--- src/rtl/fpnorm_pkg.sv ---
package fpnorm_pkg;
  localparam int EXP_W = 8;
  localparam int MAN_W = 32;

  typedef struct packed {
    logic n;
    logic z;
    logic v;
    logic uf;
    logic luf;
  } fpn_flags_t;
endpackage

--- src/rtl/fpnorm_lsd.sv ---
// Leading-sign detector: counts bits equal to the sign from the MSB down.
module fpnorm_lsd #(
  parameter int MAN_W = fpnorm_pkg::MAN_W,
  parameter int CNT_W = $clog2(MAN_W + 1)
) (
  input  logic [MAN_W-1:0] man,
  output logic [CNT_W-1:0] cnt
);
  logic [MAN_W-2:0] diff;

  generate
    for (genvar i = 0; i < MAN_W - 1; i++) begin : g_diff
      assign diff[i] = man[i] ^ man[MAN_W-1];
    end
  endgenerate

  always_comb begin
    logic found;
    found = 1'b0;
    cnt   = CNT_W'(MAN_W);
    for (int i = MAN_W - 2; i >= 0; i--) begin
      if (!found && diff[i]) begin
        cnt   = CNT_W'(MAN_W - 1 - i);
        found = 1'b1;
      end
    end
  end
endmodule

--- src/rtl/fpnorm_shift.sv ---
// Fraction shifter and exponent adjust (exponent widened by two bits).
module fpnorm_shift #(
  parameter int EXP_W = fpnorm_pkg::EXP_W,
  parameter int MAN_W = fpnorm_pkg::MAN_W,
  parameter int CNT_W = $clog2(MAN_W + 1)
) (
  input  logic [MAN_W-2:0]        frac_in,
  input  logic [EXP_W-1:0]        exp_in,
  input  logic [CNT_W-1:0]        cnt,
  output logic [MAN_W-2:0]        frac_out,
  output logic signed [EXP_W+1:0] exp_out
);
  localparam int PAD_W = EXP_W + 2 - CNT_W;

  logic signed [EXP_W+1:0] exp_wide;
  logic signed [EXP_W+1:0] cnt_wide;

  always_comb begin
    frac_out = frac_in << cnt;
    exp_wide = $signed({{2{exp_in[EXP_W-1]}}, exp_in});
    cnt_wide = $signed({{PAD_W{1'b0}}, cnt});
    exp_out  = exp_wide - cnt_wide;
  end
endmodule

--- src/rtl/fpnorm_unit.sv ---
module fpnorm_unit #(
  parameter int EXP_W = fpnorm_pkg::EXP_W,
  parameter int MAN_W = fpnorm_pkg::MAN_W
) (
  input  logic             clk,
  input  logic             rst_n,
  input  logic             in_valid,
  input  logic             dst_ext_reg,
  input  logic             luf_prev,
  input  logic [EXP_W-1:0] in_exp,
  input  logic [MAN_W-1:0] in_man,
  output logic             out_valid,
  output logic [EXP_W-1:0] out_exp,
  output logic [MAN_W-1:0] out_man,
  output logic             flag_we,
  output logic             flag_n,
  output logic             flag_z,
  output logic             flag_v,
  output logic             flag_uf,
  output logic             flag_luf
);
  import fpnorm_pkg::*;

  localparam int CNT_W = $clog2(MAN_W + 1);
  localparam logic [EXP_W-1:0] EXP_ZERO = {1'b1, {(EXP_W-1){1'b0}}};
  localparam logic signed [EXP_W+1:0] EXP_LOW =
    (EXP_W+2)'(1 - (2 ** (EXP_W - 1)));

  // Reset: asserted asynchronously, released on a clock edge
  logic rst_meta, rst_sync;
  always_ff @(posedge clk or negedge rst_n) begin
    if (!rst_n) begin
      rst_meta <= 1'b0;
      rst_sync <= 1'b0;
    end else begin
      rst_meta <= 1'b1;
      rst_sync <= rst_meta;
    end
  end

  // Datapath
  logic [CNT_W-1:0]        shift_cnt;
  logic [MAN_W-2:0]        frac_norm;
  logic signed [EXP_W+1:0] exp_adj;

  fpnorm_lsd #(.MAN_W(MAN_W), .CNT_W(CNT_W)) u_lsd (
    .man (in_man),
    .cnt (shift_cnt)
  );

  fpnorm_shift #(.EXP_W(EXP_W), .MAN_W(MAN_W), .CNT_W(CNT_W)) u_shift (
    .frac_in  (in_man[MAN_W-2:0]),
    .exp_in   (in_exp),
    .cnt      (shift_cnt),
    .frac_out (frac_norm),
    .exp_out  (exp_adj)
  );

  // Next-state logic
  logic [EXP_W-1:0] exp_d;
  logic [MAN_W-1:0] man_d;
  fpn_flags_t       flags_d;
  logic             man_is_zero, exp_is_marker, exp_under;

  always_comb begin
    man_is_zero   = (in_man == '0);
    exp_is_marker = (in_exp == EXP_ZERO);
    exp_under     = (exp_adj < EXP_LOW);
    exp_d         = EXP_ZERO;
    man_d         = '0;
    flags_d       = '0;
    if (exp_is_marker) begin
      flags_d.z  = man_is_zero;
      flags_d.uf = !man_is_zero;
    end else if (man_is_zero) begin
      flags_d.z  = 1'b1;
    end else if (exp_under) begin
      flags_d.z  = 1'b1;
      flags_d.uf = 1'b1;
    end else begin
      exp_d      = exp_adj[EXP_W-1:0];
      man_d      = {in_man[MAN_W-1], frac_norm};
      flags_d.n  = in_man[MAN_W-1];
    end
    flags_d.luf = flags_d.uf | luf_prev;
  end

  // Registers
  logic             valid_q, we_q;
  logic [EXP_W-1:0] exp_q;
  logic [MAN_W-1:0] man_q;
  fpn_flags_t       flags_q;

  always_ff @(posedge clk or negedge rst_sync) begin
    if (!rst_sync) begin
      valid_q <= 1'b0;
      we_q    <= 1'b0;
    end else begin
      valid_q <= in_valid;
      we_q    <= in_valid & dst_ext_reg;
    end
  end

  always_ff @(posedge clk or negedge rst_sync) begin
    if (!rst_sync) begin
      exp_q   <= '0;
      man_q   <= '0;
      flags_q <= '0;
    end else if (in_valid) begin
      exp_q   <= exp_d;
      man_q   <= man_d;
      flags_q <= flags_d;
    end
  end

  assign out_valid = valid_q;
  assign flag_we   = we_q;
  assign out_exp   = exp_q;
  assign out_man   = man_q;
  assign flag_n    = flags_q.n;
  assign flag_z    = flags_q.z;
  assign flag_v    = flags_q.v;
  assign flag_uf   = flags_q.uf;
  assign flag_luf  = flags_q.luf;
endmodule

--- config.mk ---
export PLATFORM = sky130hd
export DESIGN_NAME = fpnorm_unit
export DESIGN_NICKNAME = d
export VERILOG_FILES = /design/src/rtl/fpnorm_pkg.sv /design/src/rtl/fpnorm_lsd.sv /design/src/rtl/fpnorm_shift.sv /design/src/rtl/fpnorm_unit.sv
export SDC_FILE = /design/constraint.sdc
export NUM_CORES = 1
export LEC_CHECK = 0
export ABC_AREA = 1
export BUFFER_PORTS_ARGS = -buffer_cell sky130_fd_sc_hd__buf_4
export CORE_UTILIZATION = 45
export DETAILED_ROUTE_END_ITERATION = 12
export HOLD_SLACK_MARGIN = 0.08
export PLACE_DENSITY = 0.65
export RECOVER_POWER = 25
export SYNTH_ARGS = -nofsm -noshare
export SYNTH_HDL_FRONTEND = slang
export SYNTH_SLANG_ARGS = --single-unit
--- constraint.sdc ---
create_clock -name clk -period 2.8 [get_ports clk]
set_input_delay 0.28 -clock clk [delete_from_list [all_inputs] [get_ports clk]]
set_output_delay 0.28 -clock clk [all_outputs]
set_load 0.05 [all_outputs]
==> results of run 1 <==
worst paths after layout:
path / start / cells past startpoint / end
max: in_man[31] / 48 / out_man[24]$_DFFE_PN0P_
min: in_valid / 1 / out_valid$_DFF_PN0_
max reg2reg: rst_sync$_DFF_PN0_ / 0 / out_man[26]$_DFFE_PN0P_
min reg2reg: rst_meta$_DFF_PN0_ / 0 / rst_sync$_DFF_PN0_
max in group asynchronous: rst_sync$_DFF_PN0_ / 0 / out_man[26]$_DFFE_PN0P_
min in group asynchronous: rst_n / 2 / rst_meta$_DFF_PN0_
stage by stage:
step | utilization | setup TNS, ns | area, sq um | cells | setup slack [ns]
floorplan | - | -82.65 | 4820 | 763 | -2.21
global placement | 0.639 | -86.51 | 6330 | 1066 | -2.21
detailed placement | 0.639 | -94.37 | 6330 | 1066 | -2.40
CTS | 0.687 | -77.85 | 6810 | 1110 | -1.99
global route | 0.707 | -105.76 | 7010 | 1120 | -2.66
finish | 0.707 | -91.90 | 7010 | 1120 | -2.34
registers in the layout, summed over array words and instances (netlist names):
name	cells
flag_we	1
out_exp	8
rst_meta	1
rst_sync	1
out_man	32
out_valid	1
flag_z	1
flag_luf	1
flag_uf	1
cells by family (layout without fill, tap and decap cells):
kind of cell               count (synthesis)  after routing
AOI/OAI and AO/OA                         62             62
xor gates and xnor gates                  33             33
adders and majority gates                  8              8
buffers and inverters                    118            342
DFF                                       47             47
other                                      2              2
and+or+nand+nor                          493            493
routing by layer:
layer	vias to the layer above	wire length, um	GRT usage
li1	2950	-	-
met1	2761	6830	0.365
met2	177	7960	0.530
met3	40	849	0.0558
met4	0	405	0.0867
met5	-	0	0
layout make-up:
cell class                 count  area [sq um]  area share
sequential                    47          1180       0.168
inverter                      82           325      0.0464
timing repair buffer         252          1910       0.272
multi-input combinational    598          3300       0.471
clock buffer                   6          72.6      0.0104
clock inverter                 2          60.1     0.00857
tap                          133           166      0.0237
power groups by stage:
stage	clock network, W	logic (W)	registers [W]
2_1_floorplan	0	0.000726	0.00130
3_3_place_gp	0	0.00174	0.000889
3_5_place_dp	0	0.00175	0.000890
4_1_cts	0.000596	0.00180	0.000879
5_1_grt	0.000626	0.00199	0.000895
6_report	0.000589	0.00184	0.000878
what timing repair did:
item,4_1_cts,5_1_grt
setup buffers,37,10
gates cloned,0,1
pin swaps,6,14
resized for setup,24,47
endpoints found under the hold margin,2,0
endpoints found under the setup margin,42,42
hold buffers,1,0
cells in the final DEF, fill, tap and decap left out, types with 4 or more instances in the layout:
cell,count
nor2_4,5
inv_2,5
nand3_4,5
xnor2_1,26
nand3_1,152
o21ai_2,7
buf_6,4
a21oi_1,16
dfrtp_1,46
nand2_1,229
clkbuf_8,5
o21ai_1,18
o21ai_0,11
nand2_2,6
nor2_2,6
nand4_1,20
nor4_1,11
nand3_2,18
clkbuf_1,20
buf_4,223
nor2_1,29
inv_4,4
inv_1,70
buf_12,4
==> impl_results.md, run 1 <==
- Type of origin of the critical path: input pin
- Via/cell ratio: 5.29
- Mapped Area: 4670 sq um
- Slew @ Worst Pin: 0.943 ns
- Worst EP required: 3.04 ns
- Total grt overflow: 0
- Worst slew margin: 0.371
- Setup Skew: 0.00402 ns
- CORE AREA: 9910 sq um
- Sequential Power Share: 0.266
- Die height: 104 um
- Main combinational cell family by area after synthesis: simple AND/OR/NAND/NOR gates
- P_int: 0.00179 W
- Crit path max-delay family: simple AND/OR/NAND/NOR gates
- Die area: 10,800 sq um
- RD Place Congestion: 0.912
- Synth cell count leaders: nand2_1, nand3_1, inv_1, dfrtp_1, nor2_1
- Post-synthesis compound-gate area fraction: 0.0734
- Synth Area in Adders: 0.0230
- Seq/Total Area, Yosys: 0.252
- Failing checks: setup timing
- WL/cell: 14.3 um
- HPWL after DPL: 11.9 mm
- Top cell by count, worst path: buf_4
- Multiplexer share of the synthesized area: 0
- Setup CP Type: input pin to register
- # IOs: 92
- CP Max Fanout: 5
- Synth area leader: dfrtp_1
- Comb pwr share: 0.556
- Worst hold path type: input pin to register
- IO Port Bufs: 90
- Vias post-DR: 5,928
- Slew Viols, Final: 0
- Number of synthesized flops with an enable pin: 0
- Power Total: 0.00330 W
- Initial antenna violation count: 0
- Gr usage total: 0.298
- Inserted Clock Buffers: 5
- Row count: 36
- Routed WL: 16.1 mm
- Post-Synthesis Cells: 763
- Clk pwr share: 0.178
- Initial Util: 0.471
- CTS Root Cell: clkbuf_8
- Worst Path Arrival: 5.38 ns
- XOR/XNOR Fraction of Synth Area: 0.0651
- CTS tree: yes
- DIE WIDTH: 104 um
- Switching share of power: 0.457
- Crit path time final: 5.14 ns
- Final hold slack: 0.164 ns
- Count leader, synth: nand2_1
- Number of global-route vias before repair: 5,765
- Synth Area in Simple Gates: 0.475
- Synth cell types: 41
- Clock insertion delay at the later pin of the skew report: 0.30 ns
- Buf/Inv on CP: 17
- R2R setup slack: 1.79 ns
- Area contributors post-synth: dfrtp_1, nand2_1, nand3_1
- Largest net degree at the start of global routing: 46
- Lkg Pwr: 3.70 nW
- Final period utilization: 1.84
- # fillers: 909
- Yosys reg bits: 47
- Slowest cell on the critical path: a211o_1
- Final ANT Viol Nets: 0
- Mapped Avg Cell Area: 6.12 sq um
- Area share of the largest cell type after synthesis: 0.252
- Final nets: 1,039
- Main synth FF type: dfrtp_1
- Peak VDD IR: 0.413 mV
- Area grow syn2layout: 50.1%
- Layout cells sized above 1: 0.322
- Fmax: 194 MHz
- RSZ-0062 raised after global routing: yes
- H-tree level count: 2
- Max Cap Violations: 0
- Clk buf depth: 2
- Fin. Hold Viols: 0
- Pwr/cell area: 471 nW/um^2
- Yosys warns: 0
- Num Clock Sinks: 47
- CP max stage delay: 0.28 ns
- Post-Syn Nets: 816
- First-pass GRT wire length: 26.6 mm
- # diodes: 0
- Status: finished, violations left
- Final setup fails: 42
- CTS clk-pin slew, worst paths: 0.09 ns
- Drt pass-1 iters: 5
- Setup ws final: -2.34 ns
- Residual DRC count: 0
- DRT iter0 DRCs: 424
- Sw power: 0.00151 W
- Async SR Flop Fraction: 1.00
- Crit. End Element: register
(Power assumes the default switching activity.)
==> run 2: changes to the inputs <==
==> constraint.sdc (replaced) <==
create_clock -name clk -period 2.8 [get_ports clk]
set_input_delay 0.56 -clock clk [delete_from_list [all_inputs] [get_ports clk]]
set_output_delay 0.56 -clock clk [all_outputs]
set_load 0.05 [all_outputs]
==> impl_results.md, run 2 (synthesis gave the netlist of run 1 again) <==
- Most frequent cells in the layout: buf_4, nand2_1, nand3_1 (was nand2_1, buf_4, nand3_1)
- Comb pwr share: 0.572 (was 0.556)
- Lkg Pwr: 3.88 nW (was 3.70 nW)
- Type of origin of the critical path: input pin (unchanged)
- Clk buf depth: 2 (unchanged)
- Inst Count DP: 1,068 (was 1,066)
- P_int: 0.00187 W (was 0.00179 W)
- Slowest cell on the critical path: a211o_1 (unchanged)
- Residual DRC count: 0 (unchanged)
- Number of global-route vias before repair: 5,938 (was 5,765)
- Total grt overflow: 0 (unchanged)
- # diodes: 0 (unchanged)
- Sequential Power Share: 0.257 (was 0.266)
- Max reg flops: 32 (unchanged)
- Final nets: 1,059 (was 1,039)
- Drt pass-1 iters: 5 (unchanged)
- Via/cell ratio: 5.32 (was 5.29)
- CP Max Fanout: 11 (was 5)
- CTS clk-pin slew, worst paths: 0.09 ns (about the same)
- Worst EP required: 3.04 ns (about the same)
- Slew @ Worst Pin: 1.79 ns (was 0.943 ns)
- Inserted Clock Buffers: 5 (unchanged)
- Initial Util: 0.471 (unchanged)
- Gr usage total: 0.309 (was 0.298)
- IO Port Bufs: 90 (unchanged)
- Peak VDD IR: 0.413 mV (about the same)
- Clk pwr share: 0.171 (was 0.178)
- Crit. End Element: register (unchanged)
- Area grow syn2layout: 56.4% (was 50.1%)
- Worst hold path type: register to register (was input pin to register)
- Num Clock Sinks: 47 (unchanged)
- Die area: 10,800 sq um (unchanged)
- Setup CP Type: input pin to register (unchanged)
- H-tree level count: 2 (unchanged)
- Switching share of power: 0.452 (was 0.457)
- Final setup fails: 42 (unchanged)
- Max Cap Violations: 1 (was 0)
- DIE WIDTH: 104 um (unchanged)
- CORE AREA: 9910 sq um (unchanged)
- Design area: 7300 sq um (was 7010 sq um)
- # IOs: 92 (unchanged)
- Setup ws final: -2.51 ns (was -2.34 ns)
- Pwr/cell area: 468 nW/um^2 (was 471 nW/um^2)
- Sw power: 0.00154 W (was 0.00151 W)
- CTS Root Cell: clkbuf_8 (unchanged)
- RD Place Congestion: 0.895 (was 0.912)
- WL/cell: 14.5 um (was 14.3 um)
- Worst Path Arrival: 5.55 ns (was 5.38 ns)
- Final period utilization: 1.90 (was 1.84)
- Power Total: 0.00342 W (was 0.00330 W)
- Fmax: 188 MHz (was 194 MHz)
- Layout cells sized above 1: 0.362 (was 0.322)
- Crit path time final: 5.31 ns (was 5.14 ns)
- Status: finished, violations left (unchanged)
- Setup Skew: 0.00515 ns (was 0.00402 ns)
- Cell Area, Placed: 6350 sq um (was 6330 sq um)
- Fin cells: 1,140 (was 1,120)
- Most common cell after layout, fill and taps aside: buf_4 (was nand2_1)
- Row count: 36 (unchanged)
- Fin. Hold Viols: 0 (unchanged)
- Largest net degree at the start of global routing: 46 (unchanged)
- Worst slew margin: -0.193 (was 0.371)
- DRT iter0 DRCs: 380 (was 424)
- HPWL after DPL: 12.1 mm (was 11.9 mm)
- Vias post-DR: 6,061 (was 5,928)
- Slew Viols, Final: 46 (was 0)
- Initial antenna violation count: 0 (unchanged)
- Routed WL: 16.5 mm (was 16.1 mm)
- Die height: 104 um (unchanged)
- Failing checks: capacitance limit, slew limit, setup timing (was setup timing)
- Fin util: 0.737 (was 0.707)
- CTS tree: yes (unchanged)
- Final ANT Viol Nets: 0 (unchanged)
- First-pass GRT wire length: 27.5 mm (was 26.6 mm)
- CP max stage delay: 0.28 ns (about the same)
- Clock insertion delay at the later pin of the skew report: 0.30 ns (about the same)
- Top cell by count, worst path: nand4_1 (was buf_4)
- RSZ-0062 raised after global routing: yes (unchanged)
## run 2: stage by stage
step | TNS (ns) | setup slack [ns] | hold slack (ns)
final | -99.39 | -2.51 | 0.366
after global routing | -117.74 | -2.95 | 0.389
after CTS | -92.22 | -2.31 | 0.370
after detailed placement | -105.93 | -2.68 | 0.344
after global placement | -98.04 | -2.50 | 0.335
after floorplan | -94.41 | -2.49 | 0.264
## run 2: metal layers
| layer | vias up | routed length [um] | track usage |
|---|---|---|---|
| met5 | - | 0 | 0 |
| met4 | 0 | 449 | 0.100 |
| met3 | 39 | 746 | 0.0439 |
| met2 | 186 | 8420 | 0.558 |
| met1 | 2833 | 6870 | 0.375 |
| li1 | 3003 | - | - |
## run 2: cell type report
cell class / count / area, sq um
timing repair buffer: 272 / 2120
tap: 133 / 166
multi-input combinational: 598 / 3370
clock buffer: 6 / 72.6
fill: 861 / 2610
clock inverter: 2 / 60.1
inverter: 82 / 333
sequential: 47 / 1180
## run 2: timing repair
action,4_1_cts,5_1_grt
setup endpoints to repair,42,42
gates resized for setup,40,59
setup buffers,53,13
pin swaps,14,33
hold buffers,1,0
cloned,1,0
endpoints found under the hold margin,2,0
## run 2: worst max-delay path, delay by kind of cell
kind / cells / cell delay (ns)
adders and majority gates: 2 / 0.43
buffers and inverters: 9 / 0.68
xor gates and xnor gates: 1 / 0.16
AOI/OAI and AO/OA: 9 / 1.06
and+or+nand+nor: 22 / 2.64
## run 2: path summary, 6_finish.rpt
| path | startpoint | slack [ns] | end | cells after the start |
|---|---|---|---|---|
| worst min register to register | rst_meta$_DFF_PN0_ | 0.37 | rst_sync$_DFF_PN0_ | 0 |
| worst max-delay path | in_man[31] | -2.51 | out_man[17]$_DFFE_PN0P_ | 43 |
| worst min-delay path | rst_meta$_DFF_PN0_ | 0.37 | rst_sync$_DFF_PN0_ | 0 |
| worst max register to register | rst_sync$_DFF_PN0_ | 1.00 | out_man[26]$_DFFE_PN0P_ | 0 |
| min in group asynchronous | rst_n | 0.56 | rst_sync$_DFF_PN0_ | 2 |
| max in group asynchronous | rst_sync$_DFF_PN0_ | 1.00 | out_man[26]$_DFFE_PN0P_ | 0 |
## run 2: power by group through the flow
stage	Sequential [W]	Clock (W)	Combinational, W
5_1_grt	0.000897	0.000625	0.00211
3_5_place_dp	0.000892	0	0.00176
2_1_floorplan	0.00130	0	0.000726
4_1_cts	0.000880	0.000592	0.00186
6_report	0.000879	0.000585	0.00196
3_3_place_gp	0.000889	0	0.00174
==> run 3: changes to the inputs <==
CAP_MARGIN = 20   (was not set)
clock period = 5.83 ns   (was 2.8 ns; I/O delays follow)
==> impl_results.md, run 3 (synthesis gave the netlist of run 1 again) <==
- Setup CP Type: input pin to register (unchanged)
- CORE AREA: 9910 sq um (unchanged)
- Vias post-DR: 5,418 (was 6,061)
- Initial antenna violation count: 0 (unchanged)
- Crit path time final: 5.84 ns
- Inst Count DP: 991 (was 1,068)
- WL/cell: 14.4 um (was 14.5 um)
- Fmax: 171 MHz
- Worst slew margin: -0.0767 (was -0.193)
- Via/cell ratio: 5.36 (was 5.32)
- Largest net degree at the start of global routing: 46 (unchanged)
- Pwr/cell area: 249 nW/um^2 (was 468 nW/um^2)
- Slowest cell on the critical path: a211o_1 (unchanged)
- CTS tree: yes (unchanged)
- Clock insertion delay at the later pin of the skew report: 0.29 ns (was 0.30 ns)
- CTS clk-pin slew, worst paths: 0.09 ns (about the same)
- HPWL after DPL: 11.4 mm (was 12.1 mm)
- CTS Root Cell: clkbuf_8 (unchanged)
- Top layer in use: met4 (unchanged)
- Crit. End Element: register (unchanged)
- RSZ-0062 raised after global routing: yes (unchanged)
- Most common cell after layout, fill and taps aside: nand2_1 (was buf_4)
- Final setup fails: 3 (was 42)
- IO Port Bufs: 90 (unchanged)
- Type of origin of the critical path: input pin (unchanged)
- Slew Viols, Final: 32 (was 46)
- Residual DRC count: 0 (unchanged)
- Lkg Pwr: 3.25 nW (was 3.88 nW)
- Layout cells sized above 1: 0.239 (was 0.362)
- Origin of the critical flop-to-flop path: rst_sync$_DFF_PN0_ (unchanged)
- TNS Setup: -0.0237 ns (was -99.39 ns)
- Drt pass-1 iters: 4 (was 5)
- Fin util: 0.621 (was 0.737)
- Slew @ Worst Pin: 1.62 ns (was 1.79 ns)
- DIE WIDTH: 104 um (unchanged)
- Total grt overflow: 0 (unchanged)
- Initial Util: 0.471 (unchanged)
- Setup ws final: -0.0134 ns (was -2.51 ns)
- # IOs: 92 (unchanged)
- Setup Skew: 0.00459 ns (was 0.00515 ns)
- H-tree level count: 2 (unchanged)
- Fin. Hold Viols: 0 (unchanged)
- Worst Path Arrival: 6.08 ns (was 5.55 ns)
- Status: finished, violations left (unchanged)
- Routed WL: 14.5 mm (was 16.5 mm)
- Peak VDD IR: 0.216 mV (was 0.413 mV)
- Crit. Startpoint: in_man[31] (unchanged)
- Area grow syn2layout: 31.8% (was 56.4%)
- RD Place Congestion: 0.919 (was 0.895)
- Inserted Clock Buffers: 5 (unchanged)
- Worst hold path type: register to asynchronous set/reset pin (was register to register)
- Gr usage total: 0.266 (was 0.309)
- Num Clock Sinks: 47 (unchanged)
- Met3 wire len: 704 um (was 746 um)
- Worst EP required: 6.06 ns (was 3.04 ns)
- Final period utilization: 1.00
- Final nets: 930 (was 1,059)
- CP Max Fanout: 8 (was 11)
- CP max stage delay: 0.28 ns (about the same)
- Max reg flops: 32 (unchanged)
- First-pass GRT wire length: 23.9 mm (was 27.5 mm)
- Top cell by count, worst path: nand4_1 (unchanged)
- Number of global-route vias before repair: 5,194 (was 5,938)
- Row count: 36 (unchanged)
- Die height: 104 um (unchanged)
- Fin cells: 1,011 (was 1,140)
- Die area: 10,800 sq um (unchanged)
- # diodes: 0 (unchanged)
- Max Cap Violations: 1 (unchanged)
- Clk buf depth: 2 (unchanged)
- DRT iter0 DRCs: 321 (was 380)
- Most frequent cells in the layout: nand2_1, nand3_1, buf_4 (was buf_4, nand2_1, nand3_1)
- M1 WL: 6.38 mm (was 6.87 mm)
- Met2 Wirelength: 7.16 mm (was 8.42 mm)
- Final ANT Viol Nets: 0 (unchanged)
- Cts hold-fix bufs: 0 (was 1)
- # fillers: 934 (was 861)
- Pre-CTS setup slack: -0.391 ns (was -2.68 ns)
- Failing checks: capacitance limit, slew limit, setup timing (unchanged)
## run 3: per-stage QoR
step                total power [W]  instance area (sq um)  hold slack [ns]
finish                      0.00153                   6150            0.244
global route                0.00162                   6150            0.293
CTS                         0.00150                   5930            0.380
detailed placement          0.00122                   5750            0.357
global placement            0.00121                   5730            0.337
floorplan                  0.000973                   4810            0.331
## run 3: per-layer routing
| metal | vias to the layer above | GRT usage |
|---|---|---|
| li1 | 2734 | - |
| met1 | 2497 | 0.343 |
| met2 | 158 | 0.470 |
| met3 | 29 | 0.0370 |
| met4 | 0 | 0.0571 |
| met5 | - | 0 |
## run 3: final cells by class
type / instances / area, sq um / share of cell area
tap: 133 / 166 / 0.0270
sequential: 47 / 1180 / 0.191
clock buffer: 6 / 72.6 / 0.0118
timing repair buffer: 143 / 1140 / 0.185
inverter: 82 / 320 / 0.0521
clock inverter: 2 / 60.1 / 0.00976
multi-input combinational: 598 / 3220 / 0.523
## run 3: what timing repair did
item                                    4_1_cts  5_1_grt
gates resized for setup                       5       44
pin swaps                                     1        6
setup buffers                                 4        6
endpoints found under the setup margin       15       40
cloned                                        0        1
## run 3: worst max-delay path, delay by kind of cell
kind	cells	cell delay, ns
AOI/OAI and AO/OA	7	0.91
buffers and inverters	8	0.69
xor gates and xnor gates	1	0.16
and+or+nand+nor	23	2.70
adders and majority gates	2	0.44
## run 3: power breakdown
group / internal, W / switching [W] / leakage [nW]
Sequential: 0.000383 / 0.0000366 / 0.589
Clock: 0.000172 / 0.000112 / 0.0654
Combinational: 0.000271 / 0.000557 / 2.59
## run 3: path summary, 6_finish.rpt
| kind | end | slack [ns] | cells past startpoint |
|---|---|---|---|
| hold reg to reg | out_exp[7]$_DFFE_PN0P_ | 0.24 | 0 |
| max in group asynchronous | out_man[16]$_DFFE_PN0P_ | 3.69 | 1 |
| min in group clk | rst_sync$_DFF_PN0_ | 0.40 | 0 |
| setup / recovery | out_man[30]$_DFFE_PN0P_ | -0.01 | 41 |
| hold / removal | out_exp[7]$_DFFE_PN0P_ | 0.24 | 0 |
| setup reg to reg | out_man[16]$_DFFE_PN0P_ | 3.69 | 1 |
